`config.mk`:
```
export PLATFORM = sky130hd
export DESIGN_NAME = flash_status_reporter
export DESIGN_NICKNAME = d
export VERILOG_FILES = /design/src/rtl/fsr_pkg.sv /design/src/rtl/fsr_bus_qual.sv /design/src/rtl/fsr_addr_decode.sv /design/src/rtl/fsr_status_mux.sv /design/src/rtl/flash_status_reporter.sv
export SDC_FILE = /design/constraint.sdc
export NUM_CORES = 1
export LEC_CHECK = 0
export BUFFER_PORTS_ARGS = -buffer_cell sky130_fd_sc_hd__clkbuf_2
export CORE_MARGIN = 4
export CORE_UTILIZATION = 40
export CTS_BUF_LIST = sky130_fd_sc_hd__clkbuf_16
export DETAILED_ROUTE_END_ITERATION = 6
export PLACE_DENSITY_LB_ADDON = 0.08
export REMOVE_ABC_BUFFERS = 1
export SYNTH_ARGS = -nofsm -noshare
export SYNTH_HDL_FRONTEND = slang
export SYNTH_SLANG_ARGS = --single-unit
```
`constraint.sdc`:
```
create_clock -name clk -period 2.7 [get_ports clk]
set_input_delay 0 -clock clk [delete_from_list [all_inputs] [get_ports clk]]
set_output_delay 0 -clock clk [all_outputs]
set_load 0.03 [all_outputs]
```
`src/rtl/fsr_pkg.sv`:
```
package fsr_pkg;

    typedef enum logic [2:0] {
        OPM_READ    = 3'd0,
        OPM_PROG    = 3'd1,
        OPM_ERASE   = 3'd2,
        OPM_SUSP_RD = 3'd3,
        OPM_SUSP_PG = 3'd4
    } opmode_e;

    localparam int BYTE_W   = 8;
    localparam int POLL_BIT = 7;
    localparam int TOG6_BIT = 6;
    localparam int TOG2_BIT = 2;

    typedef struct packed {
        opmode_e mode;
        logic    tog6;
        logic    tog2;
    } core_state_t;

    typedef struct packed {
        logic oe_n_prev;
        logic wr_prev;
    } bus_state_t;

    function automatic opmode_e legal_mode(input logic [2:0] code);
        opmode_e m;
        case (code)
            3'd1:    m = OPM_PROG;
            3'd2:    m = OPM_ERASE;
            3'd3:    m = OPM_SUSP_RD;
            3'd4:    m = OPM_SUSP_PG;
            default: m = OPM_READ;
        endcase
        return m;
    endfunction

endpackage

```
`src/rtl/fsr_bus_qual.sv`:
```
module fsr_bus_qual
    import fsr_pkg::*;
(
    input  logic clk,
    input  logic rst_n,
    input  logic lockout,
    input  logic ce_n,
    input  logic we_n,
    input  logic oe_n,
    output logic rd_strobe,
    output logic write_en,
    output logic write_start
);

    bus_state_t bus_d, bus_q;
    logic       wr_qual;

    always_comb begin
        wr_qual         = !ce_n && !we_n && oe_n && !lockout;
        bus_d           = bus_q;
        bus_d.oe_n_prev = oe_n;
        bus_d.wr_prev   = wr_qual;
    end

    always_ff @(posedge clk) begin
        if (!rst_n) begin
            bus_q.oe_n_prev <= 1'b1;
            bus_q.wr_prev   <= 1'b0;
        end else begin
            bus_q <= bus_d;
        end
    end

    assign rd_strobe   = !bus_q.oe_n_prev && oe_n && !ce_n;
    assign write_en    = wr_qual;
    assign write_start = wr_qual && !bus_q.wr_prev;

endmodule

```
`src/rtl/fsr_addr_decode.sv`:
```
module fsr_addr_decode #(
    parameter int ADDR_W = 19,
    parameter int SECT_W = 3
) (
    input  logic [ADDR_W-1:0] rd_addr,
    input  logic [SECT_W-1:0] busy_sector,
    input  logic [ADDR_W-1:0] prog_addr,
    output logic              in_busy,
    output logic              at_prog
);

    localparam int SECT_LSB = ADDR_W - SECT_W;

    logic [SECT_W-1:0] rd_sector;

    always_comb begin
        rd_sector = rd_addr[ADDR_W-1:SECT_LSB];
        in_busy   = (rd_sector == busy_sector);
        at_prog   = (rd_addr == prog_addr);
    end

endmodule

```
`src/rtl/fsr_status_mux.sv`:
```
module fsr_status_mux
    import fsr_pkg::*;
(
    input  opmode_e           mode,
    input  logic              in_busy,
    input  logic              at_prog,
    input  logic              tog6,
    input  logic              tog2,
    input  logic              prog_data_b7,
    input  logic [BYTE_W-1:0] array_data,
    output logic [BYTE_W-1:0] dq,
    output logic              flip6,
    output logic              flip2
);

    logic              is_status;
    logic              b_poll;
    logic              b_six;
    logic              b_two;
    logic [BYTE_W-1:0] status_byte;

    always_comb begin
        is_status = 1'b0;
        b_poll    = 1'b0;
        b_six     = 1'b0;
        b_two     = 1'b0;
        flip6     = 1'b0;
        flip2     = 1'b0;
        case (mode)
            OPM_PROG: begin
                is_status = 1'b1;
                b_poll    = !prog_data_b7;
                b_six     = tog6;
                b_two     = 1'b1;
                flip6     = 1'b1;
            end
            OPM_ERASE: begin
                if (in_busy) begin
                    is_status = 1'b1;
                    b_poll    = 1'b0;
                    b_six     = tog6;
                    b_two     = tog2;
                    flip6     = 1'b1;
                    flip2     = 1'b1;
                end
            end
            OPM_SUSP_RD: begin
                if (in_busy) begin
                    is_status = 1'b1;
                    b_poll    = 1'b1;
                    b_six     = 1'b1;
                    b_two     = tog2;
                    flip2     = 1'b1;
                end
            end
            OPM_SUSP_PG: begin
                if (at_prog) begin
                    is_status = 1'b1;
                    b_poll    = !prog_data_b7;
                    b_six     = tog6;
                    b_two     = 1'b1;
                    flip6     = 1'b1;
                end else if (in_busy) begin
                    is_status = 1'b1;
                    b_poll    = 1'b1;
                    b_six     = 1'b1;
                    b_two     = tog2;
                    flip2     = 1'b1;
                end
            end
            default: begin
                is_status = 1'b0;
            end
        endcase

        status_byte           = '0;
        status_byte[POLL_BIT] = b_poll;
        status_byte[TOG6_BIT] = b_six;
        status_byte[TOG2_BIT] = b_two;
        dq = is_status ? status_byte : array_data;
    end

endmodule

```
`src/rtl/flash_status_reporter.sv`:
```
module flash_status_reporter
    import fsr_pkg::*;
#(
    parameter int ADDR_W = 19,
    parameter int SECT_W = 3
) (
    input  logic              clk,
    input  logic              rst_n,
    input  logic              lockout,
    input  logic              ce_n,
    input  logic              we_n,
    input  logic              oe_n,
    input  logic [2:0]        mode_sel,
    input  logic [ADDR_W-1:0] rd_addr,
    input  logic [SECT_W-1:0] busy_sector,
    input  logic [ADDR_W-1:0] prog_addr,
    input  logic              prog_data_b7,
    input  logic [7:0]        array_data,
    output logic [7:0]        dq_out,
    output logic              write_en,
    output logic              write_start,
    output logic [2:0]        op_mode
);

    core_state_t st_d, st_q;
    logic        rd_strobe;
    logic        in_busy;
    logic        at_prog;
    logic        flip6;
    logic        flip2;

    fsr_bus_qual u_bus (
        .clk         (clk),
        .rst_n       (rst_n),
        .lockout     (lockout),
        .ce_n        (ce_n),
        .we_n        (we_n),
        .oe_n        (oe_n),
        .rd_strobe   (rd_strobe),
        .write_en    (write_en),
        .write_start (write_start)
    );

    fsr_addr_decode #(
        .ADDR_W (ADDR_W),
        .SECT_W (SECT_W)
    ) u_dec (
        .rd_addr     (rd_addr),
        .busy_sector (busy_sector),
        .prog_addr   (prog_addr),
        .in_busy     (in_busy),
        .at_prog     (at_prog)
    );

    fsr_status_mux u_mux (
        .mode         (st_q.mode),
        .in_busy      (in_busy),
        .at_prog      (at_prog),
        .tog6         (st_q.tog6),
        .tog2         (st_q.tog2),
        .prog_data_b7 (prog_data_b7),
        .array_data   (array_data),
        .dq           (dq_out),
        .flip6        (flip6),
        .flip2        (flip2)
    );

    always_comb begin
        st_d      = st_q;
        st_d.mode = lockout ? OPM_READ : legal_mode(mode_sel);
        if (st_d.mode != st_q.mode) begin
            st_d.tog6 = 1'b0;
            st_d.tog2 = 1'b0;
        end else if (rd_strobe) begin
            st_d.tog6 = st_q.tog6 ^ flip6;
            st_d.tog2 = st_q.tog2 ^ flip2;
        end
    end

    always_ff @(posedge clk) begin
        if (!rst_n) begin
            st_q.mode <= OPM_READ;
            st_q.tog6 <= 1'b0;
            st_q.tog2 <= 1'b0;
        end else begin
            st_q <= st_d;
        end
    end

    assign op_mode = st_q.mode;

endmodule

```
Word-level counts from Yosys, hierarchy flattened
Index checks and enable logic that the tools add are counted.
{"block": "op_classes", "eq_ne": 11, "n_mux": 18, "bitwise": 3, "reduce_logical": 14}
{"cell": "$eq A19 B19 Y1", "count": 1}
{"cell": "$eq A3 B2 Y1 const B", "count": 4}
{"cell": "$pmux W1 S3", "count": 4}
{"cell": "$pmux W3 S4", "count": 1}
{"cell": "$mux W1", "count": 9}
{"cell": "$mux W8", "count": 1}
{"cell": "$eq A3 B1 Y1 const B", "count": 2}
{"cell": "$eq A3 B3 Y1 const B", "count": 2}
{"cell": "$logic_and A1 B1 Y1", "count": 6}
{"cell": "$logic_not A1 Y1", "count": 6}
{"cell": "$pmux W1 S4", "count": 1}
{"cell": "$reduce_or A2 Y1", "count": 2}
{"cell": "$eq A3 B3 Y1", "count": 1}
{"cell": "$mux W3", "count": 1}
{"cell": "$ne A3 B3 Y1", "count": 1}
{"cell": "$pmux W1 S2", "count": 1}
{"cell": "$xor A1 B1 Y1", "count": 2}
{"cell": "$not A1 Y1", "count": 1}
{"block": "word_totals", "register_bits": 7, "out_inout_bits": 13, "word_cells": 51}

Longest topological paths before layout
Gate-level depths: netlist of run 1.
{"block": "logic_depth", "word_depth": 5, "mapped_depth": 7, "mapped_depth_nobuf": 6}

Hierarchy
Synthesis of run 1 repeated with hierarchy kept, for this count alone.
{"block": "hier_totals", "cells_unflattened": 99, "hier_area_um2": 803.3}
{"module": "flash_status_reporter", "instances": 1, "cells_each": 30, "area_each_um2": 261.5}
{"module": "fsr_addr_decode", "instances": 1, "cells_each": 29, "area_each_um2": 241.5}
{"module": "fsr_status_mux", "instances": 1, "cells_each": 33, "area_each_um2": 206.4}
{"module": "fsr_bus_qual", "instances": 1, "cells_each": 7, "area_each_um2": 93.8}

Least setup slack after synthesis of run 1
OpenSTA, ideal clock, no wires.
{"block": "synth_path", "path_kind": "register -> output", "startpoint": "register, netlist name op_mode[1]", "endpoint": "output port dq_out[6]", "t_arrival_ns": 1.916, "required_ns": 2.700, "slack_ns": 0.784, "path_stages_with_launch": 8, "n_path_buf": 1, "path_cell_list": "dfxtp_1 buf_4 inv_1 or4_1 o21ai_0 a2bb2oi_1 o32a_1 o211ai_1"}
{"block": "synth_via", "elab_chain_cells": 4, "word_cells_on_any_way": 8, "classes_between": "eq/ne: 4; mux: 3; reduce/logical: 1"}
{"item": "$eq A3 B2 Y1", "line": "fsr_status_mux.sv:29", "rtl": "case (mode)"}
{"item": "$reduce_or A2 Y1 (no line)"}
{"item": "$pmux W1 S3", "line": "fsr_status_mux.sv:29"}
{"item": "$mux W8 *", "line": "fsr_status_mux.sv:80", "rtl": "dq = is_status ? status_byte : array_data;"}
{"item": "end: declaration", "line": "flash_status_reporter.sv:19", "rtl": "output logic [7:0] dq_out,"}
Mark *: on every way between the ends. The rest lies on a longest branch, timed or not.

Worst setup path after layout of run 1
{"block": "layout_path", "startpoint": "register, netlist name op_mode[1]", "endpoint": "output port dq_out[6]"}
{"block": "layout_via", "elab_chain_cells": 4, "word_cells_on_any_way": 8, "classes_between": "eq/ne: 4; mux: 3; reduce/logical: 1"}
{"item": "$eq A3 B2 Y1", "line": "fsr_status_mux.sv:29"}
{"item": "$reduce_or A2 Y1 (no line)"}
{"item": "$pmux W1 S3", "line": "fsr_status_mux.sv:29"}
{"item": "$mux W8 *", "line": "fsr_status_mux.sv:80"}
Marked as above.

==> results.yml, run 1 <==
route:
  wire_per_inst_um: 11.4
  routed_via_density: 5.00
  vias: 1056
  finalWirelength_mm: 2.41
  drc: 0
  drt_iter0_markers: 24
  drtAntennaViolNets: 0
  firstDrtPassIters: 4
worst_hold_path:
  worstHoldStart: "rst_n"
  min-delay-path-class: "in -> reg"
  min_to: "u_bus.bus_q[1]"
  hold_depth: 2
critical_path:
  r2r-start: "op_mode[1]"
  cp_max_fo: 11
  slowest_stage: "or4_1"
  setup.worst_path.class: "reg -> out"
  crit_path_cell_trace: "inv_1 > or4_1 > o21ai_0 > a2bb2oi_1 > o32a_1 > o211ai_1 > clkbuf_2"
  reg2regPathDepth: 6
  ff2ff_setup_slack_ns: 1.11
  r2r-end: "st_q[0]"
  end_kind: "output port"
  arrival_ns: 2.18
  cp-start-kind: "flip-flop"
  cp.required_ns: 2.70
  cp-startpoint: "op_mode[1]"
  cp_slowest_stage_delay_ns: 0.60
logic_synthesis:
  synth_top_area_cell: "xnor2_1"
  synthFlopType: "dfxtp_1"
  yosysTopAreaCellShare: 0.179
  ys_ff_latch: 7
  synth_area_sq_um: 831
  ys_warn_count: 0
  synth_top_cells_by_area: "xnor2_1 18%, dfxtp_1 17%, xor2_1 7.4%"
  postSynthAreaPerCell_sq_um: 7.55
  synth_edf_count: 0
  ys_seq_area_frac: 0.169
  syn-instance-count: 110
  async_reset_ff_frac: 0
  yosysUniqueCellTypes: 35
timing:
  period_share: 0.807
  finalWorstSetupSlack_ns: 0.520
  finClkSkew_ns: 0.00160
  rsz0062_at_grt: "no"
  tightest_slew_ns: 0.359
  slew_viol_final: 0
  max_freq_ghz: 0.459
  finalSetupTns_ns: 0
  period_needed_ns: 2.18
  hold_violations: 0
  slew_headroom: 0.758
  finalSetupViolations: 0
cts:
  cts.sinks: 7
  cts.clk_slew.worst_paths_ns: 0.04
  cts_setup_buffers: 0
  numCtsBuffers: 3
  cts_tree: "built"
  clockBufferDepth: 2
  cts_resized: 0
  htree_levels: 1
  clk_latency_ns: 0.23
  root_buffer: "clkbuf_16"
final_layout:
  diodes: 0
  fillers: 190
  drive_above_1_share: 0.413
  multiInputGateArea_sq_um: 659
  layout_common_cells: "71 x clkbuf_2, 17 x xnor2_1, 8 x nor2_1"
  regArea_sq_um: 140
  layout_commonest_cell: "clkbuf_2"
  nNetsFinal: 244
  syn_to_final_growth_pct: 56.0
global_routing:
  grt_max_degree: 12
  grt-ovfl-total: 0
  grt_pass1_wl_mm: 3.58
  antenna_found_initial: 0
  grt_use_total: 0.169
  first_global_vias: 913
placement:
  pre_cts_ws_ns: 0.797
  place_congestion: 0.841
  portBuffers: 71
  dpl.hpwl_mm: 2.03
power:
  pwr_density_cell_nw_per_um2: 389
  p_seq_frac: 0.216
  max-vdd-ir-drop_mv: 0.316
  p_leak_nw: 0.612
  netSwitchingPower_mw: 0.133
  swShare: 0.264
  p_int_mw: 0.371
  pwr-share-clk: 0.494
  comb_power_share: 0.290
die:
  die_area_sq_um: 2870
  io_pins: 72
  die_y_um: 53.6
  initial_core_util: 0.423
  core_area_sq_um: 1960
  die_x_um: 53.6
  rows: 16
run:
  cap_violations: 0
status:
  status: "complete, no violations"
metal layers:
layer	GRT usage	part of all wire	vias to the layer above
met3	0.0277	0.078	8
met4	0.0596	0.021	0
met5	0	0	-
met1	0.195	0.36	450
met2	0.310	0.54	60
li1	-	-	538
synthesized netlist by cell type (2+ instances only):
| library cell | count |
|---|---|
| o211ai_1 | 2 |
| inv_1 | 5 |
| and2_1 | 3 |
| nand3_1 | 4 |
| dfxtp_1 | 7 |
| a31oi_1 | 3 |
| nor3_1 | 3 |
| o21ai_0 | 5 |
| and3_1 | 3 |
| nand2b_1 | 6 |
| nor2b_1 | 5 |
| nor4_1 | 2 |
| xor2_1 | 7 |
| nand4_1 | 4 |
| or3_1 | 2 |
| nand2_1 | 7 |
| nor2_1 | 8 |
| xnor2_1 | 17 |
layout make-up:
cell class	count	share of cell area
Sequential cell	7	0.108
Timing Repair Buffer	72	0.282
Multi-Input combinational cell	96	0.509
Inverter	5	0.0145
Clock inverter	1	0.00290
Clock buffer	3	0.0579
Tap cell	27	0.0261
sequential cells by signal, summed over array words and instances, names as in the netlist:
register,count
st_q,2
op_mode,3
u_bus.bus_q,2
worst max path at each step:
stage | endpoint | cells after the start | slack (ns)
floorplan | dq_out[6] | 6 | 0.76
global placement | dq_out[6] | 7 | 0.87
detailed placement | dq_out[6] | 7 | 0.80
CTS | dq_out[6] | 7 | 0.55
global route | dq_out[6] | 7 | 0.36
finish | dq_out[6] | 7 | 0.52
critical path, delay by kind of cell, from the launching register on:
kind | cells | cell delay [ns]
flip-flops | 1 | 0.49
buffers and inverters | 2 | 0.39
AO/OA/AOI/OAI | 4 | 0.48
AND/OR/NAND/NOR | 1 | 0.60
through the flow:
step / cell area (sq um) / hold slack [ns] / power [mW] / util / cells
2_1_floorplan: 818 / 0.0730 / 0.188 / - / 108
3_3_place_gp: 1210 / 0.206 / 0.252 / 0.615 / 206
3_5_place_dp: 1210 / 0.212 / 0.255 / 0.615 / 206
4_1_cts: 1300 / 0.00436 / 0.508 / 0.661 / 211
5_1_grt: 1300 / 0.0236 / 0.526 / 0.661 / 211
6_report: 1300 / 0.00446 / 0.504 / 0.661 / 211
cells by family (layout without fill, tap and decap cells):
logic type / after synthesis / after routing / synth area share
and+or+nand+nor: 52 / 52 / 0.352
xor gates and xnor gates: 24 / 24 / 0.253
AOI/OAI and AO/OA: 18 / 18 / 0.163
DFF: 7 / 7 / 0.169
buffers and inverters: 7 / 81 / 0.0377
muxes: 2 / 2 / 0.0256
power groups by stage:
stage          logic (mW)  clock network (mW)  registers (mW)
3_3_place_gp        0.142                   0           0.110
3_5_place_dp        0.145                   0           0.110
6_report            0.146               0.249           0.109
5_1_grt             0.160               0.257           0.109
4_1_cts             0.148               0.251           0.109
2_1_floorplan      0.0764                   0           0.112
timing repair:
item | in CTS | in global routing
endpoints found under the setup margin | 0 | 0
hold endpoints to repair | 1 | 0
hold buffers | 1 | 0
(Power assumes the default switching activity.)
==> run 2, diff against run 1 <==
--- a/config.mk
+++ b/config.mk
@@ -7,7 +7,7 @@
 export LEC_CHECK = 0
 export BUFFER_PORTS_ARGS = -buffer_cell sky130_fd_sc_hd__clkbuf_2
 export CORE_MARGIN = 4
-export CORE_UTILIZATION = 40
+export CORE_UTILIZATION = 34
 export CTS_BUF_LIST = sky130_fd_sc_hd__clkbuf_16
 export DETAILED_ROUTE_END_ITERATION = 6
 export PLACE_DENSITY_LB_ADDON = 0.08
==> constraint.sdc (replaced) <==
create_clock -name clk -period 1.8 [get_ports clk]
set_input_delay 0 -clock clk [delete_from_list [all_inputs] [get_ports clk]]
set_output_delay 0 -clock clk [all_outputs]
set_load 0.03 [all_outputs]
==> run 2 against run 1 <==
Net effect: clock-buffer cell count is the same; clock skew rose by 0.0023 ns; utilization is 4.8 points lower; hold slack better by 0.049 ns.
==> results.yml, run 2 (synthesis results as in run 1) <==
final_layout:
  drive_above_1_share: 0.471
  layout_commonest_cell: "clkbuf_2"
  regArea_sq_um: 149
  fillers: 222
  diodes: 0
  nNetsFinal: 251
  syn_to_final_growth_pct: 67.9
  final_core_util: 0.613
  multiInputGateArea_sq_um: 677
  layout_common_cells: "68 x clkbuf_2, 17 x xnor2_1, 8 x nor2_1"
  largest_reg_flops: 3
  fin_cells: 219
timing:
  slew_viol_final: 0
  max_freq_ghz: 0.593
  slew_headroom: 0.750
  finClkSkew_ns: 0.00385
  period_share: 0.937
  tightest_slew_ns: 0.370
  hold_violations: 0
  period_needed_ns: 1.69
  finalWorstSetupSlack_ns: 0.113
  finalSetupViolations: 0
route:
  firstDrtPassIters: 4
  drt_iter0_markers: 18
  drtAntennaViolNets: 0
  wire_per_inst_um: 11.5
  vias: 1056
  finalWirelength_mm: 2.51
  routed_via_density: 4.82
  drc: 0
critical_path:
  cp_slowest_stage_delay_ns: 0.49
  slowest_stage: "or4_4"
  cp-start-kind: "flip-flop"
  arrival_ns: 1.69
  crit_path_cell_trace: "inv_1 > or4_4 > o21ai_2 > a2bb2oi_1 > o32a_1 > o211ai_1 > buf_4"
  cp.required_ns: 1.80
  ff2ff_setup_slack_ns: 0.20
  cp_max_fo: 3
  r2r-start: "op_mode[2]"
  end_kind: "output port"
  setup.worst_path.class: "reg -> out"
  cp-startpoint: "op_mode[1]"
  reg2regPathDepth: 7
  critPathCapture: "dq_out[6]"
  r2r-end: "st_q[0]"
power:
  p_leak_nw: 0.660
  max-vdd-ir-drop_mv: 0.408
  pwr_density_cell_nw_per_um2: 559
cts:
  cts.sinks: 7
  cts_tree: "built"
  root_buffer: "clkbuf_16"
  htree_levels: 1
  clockBufferDepth: 2
  numCtsBuffers: 3
  cts.clk_slew.worst_paths_ns: 0.04
  clk_latency_ns: 0.24
die:
  die_area_sq_um: 3300
  initial_core_util: 0.365
  core_area_sq_um: 2280
  die_x_um: 57.4
  rows: 17
  die_y_um: 57.4
  io_pins: 72
global_routing:
  grt_max_degree: 11
  grt_use_total: 0.153
  grt_pass1_wl_mm: 4.08
  grt-ovfl-total: 0
  first_global_vias: 1045
  antenna_found_initial: 0
run:
  cap_violations: 0
placement:
  dp.cells: 212
  portBuffers: 71
  place_congestion: 0.849
  dpl.hpwl_mm: 2.21
  pre_cts_ws_ns: 0.166
status:
  status: "complete, no violations"
worst_hold_path:
  min-delay-path-class: "in -> reg"
  hold_depth: 2
-- run 2: timing repair --
| action | in CTS | in global routing |
|---|---|---|
| hold endpoints to repair | 1 | 0 |
| endpoints found under the setup margin | 3 | 3 |
| hold buffers | 2 | 0 |
| setup buffers | 0 | 1 |
| pin swaps | 0 | 2 |
| resized for setup | 5 | 15 |
-- run 2: power by group --
group / internal [mW] / switching [mW] / total (mW)
Clock: 0.292 / 0.0931 / 0.385
Combinational: 0.121 / 0.115 / 0.236
Sequential: 0.157 / 0.00246 / 0.159
-- run 2: layer usage --
metal | track usage | vias up | wire [um]
li1 | - | 553 | -
met1 | 0.168 | 455 | 943
met2 | 0.290 | 45 | 1340
met3 | 0.0385 | 3 | 212
met4 | 0.0298 | 0 | 17
met5 | 0 | - | 0
-- run 2: cell type report --
class,instances,share of cell area
Clock inverter,1,0.00359
Clock buffer,3,0.0538
Timing Repair Buffer,79,0.312
Sequential cell,7,0.107
Tap cell,28,0.0251
Multi-Input combinational cell,96,0.485
Inverter,5,0.0135
-- run 2: how the worst min path moves through the flow --
stage / start / endpoint / slack, ns
floorplan: rst_n / u_bus.bus_q[1] / 0.07
CTS: rst_n / u_bus.bus_q[0] / 0.05
global placement: oe_n / u_bus.bus_q[1] / 0.20
detailed placement: oe_n / u_bus.bus_q[1] / 0.20
finish: rst_n / u_bus.bus_q[0] / 0.05
global route: mode_sel[0] / op_mode[0] / 0.07
-- run 2: metrics by stage --
stage / instance area [sq um] / TNS [ns] / hold slack, ns / total power, mW
after CTS: 1360 / 0 / 0.0479 / 0.784
after global routing: 1400 / -0.0452 / 0.0690 / 0.817
after floorplan: 818 / -0.143 / 0.0730 / 0.283
after detailed placement: 1250 / 0 / 0.203 / 0.389
after global placement: 1250 / 0 / 0.199 / 0.383
final: 1400 / 0 / 0.0535 / 0.780
-- run 2: worst max-delay path, delay by kind of cell, from the launching register on --
| family | cells | cell delay, ns |
|---|---|---|
| simple gates | 1 | 0.49 |
| compound gates | 4 | 0.41 |
| flops | 1 | 0.31 |
| buf+inv | 2 | 0.23 |
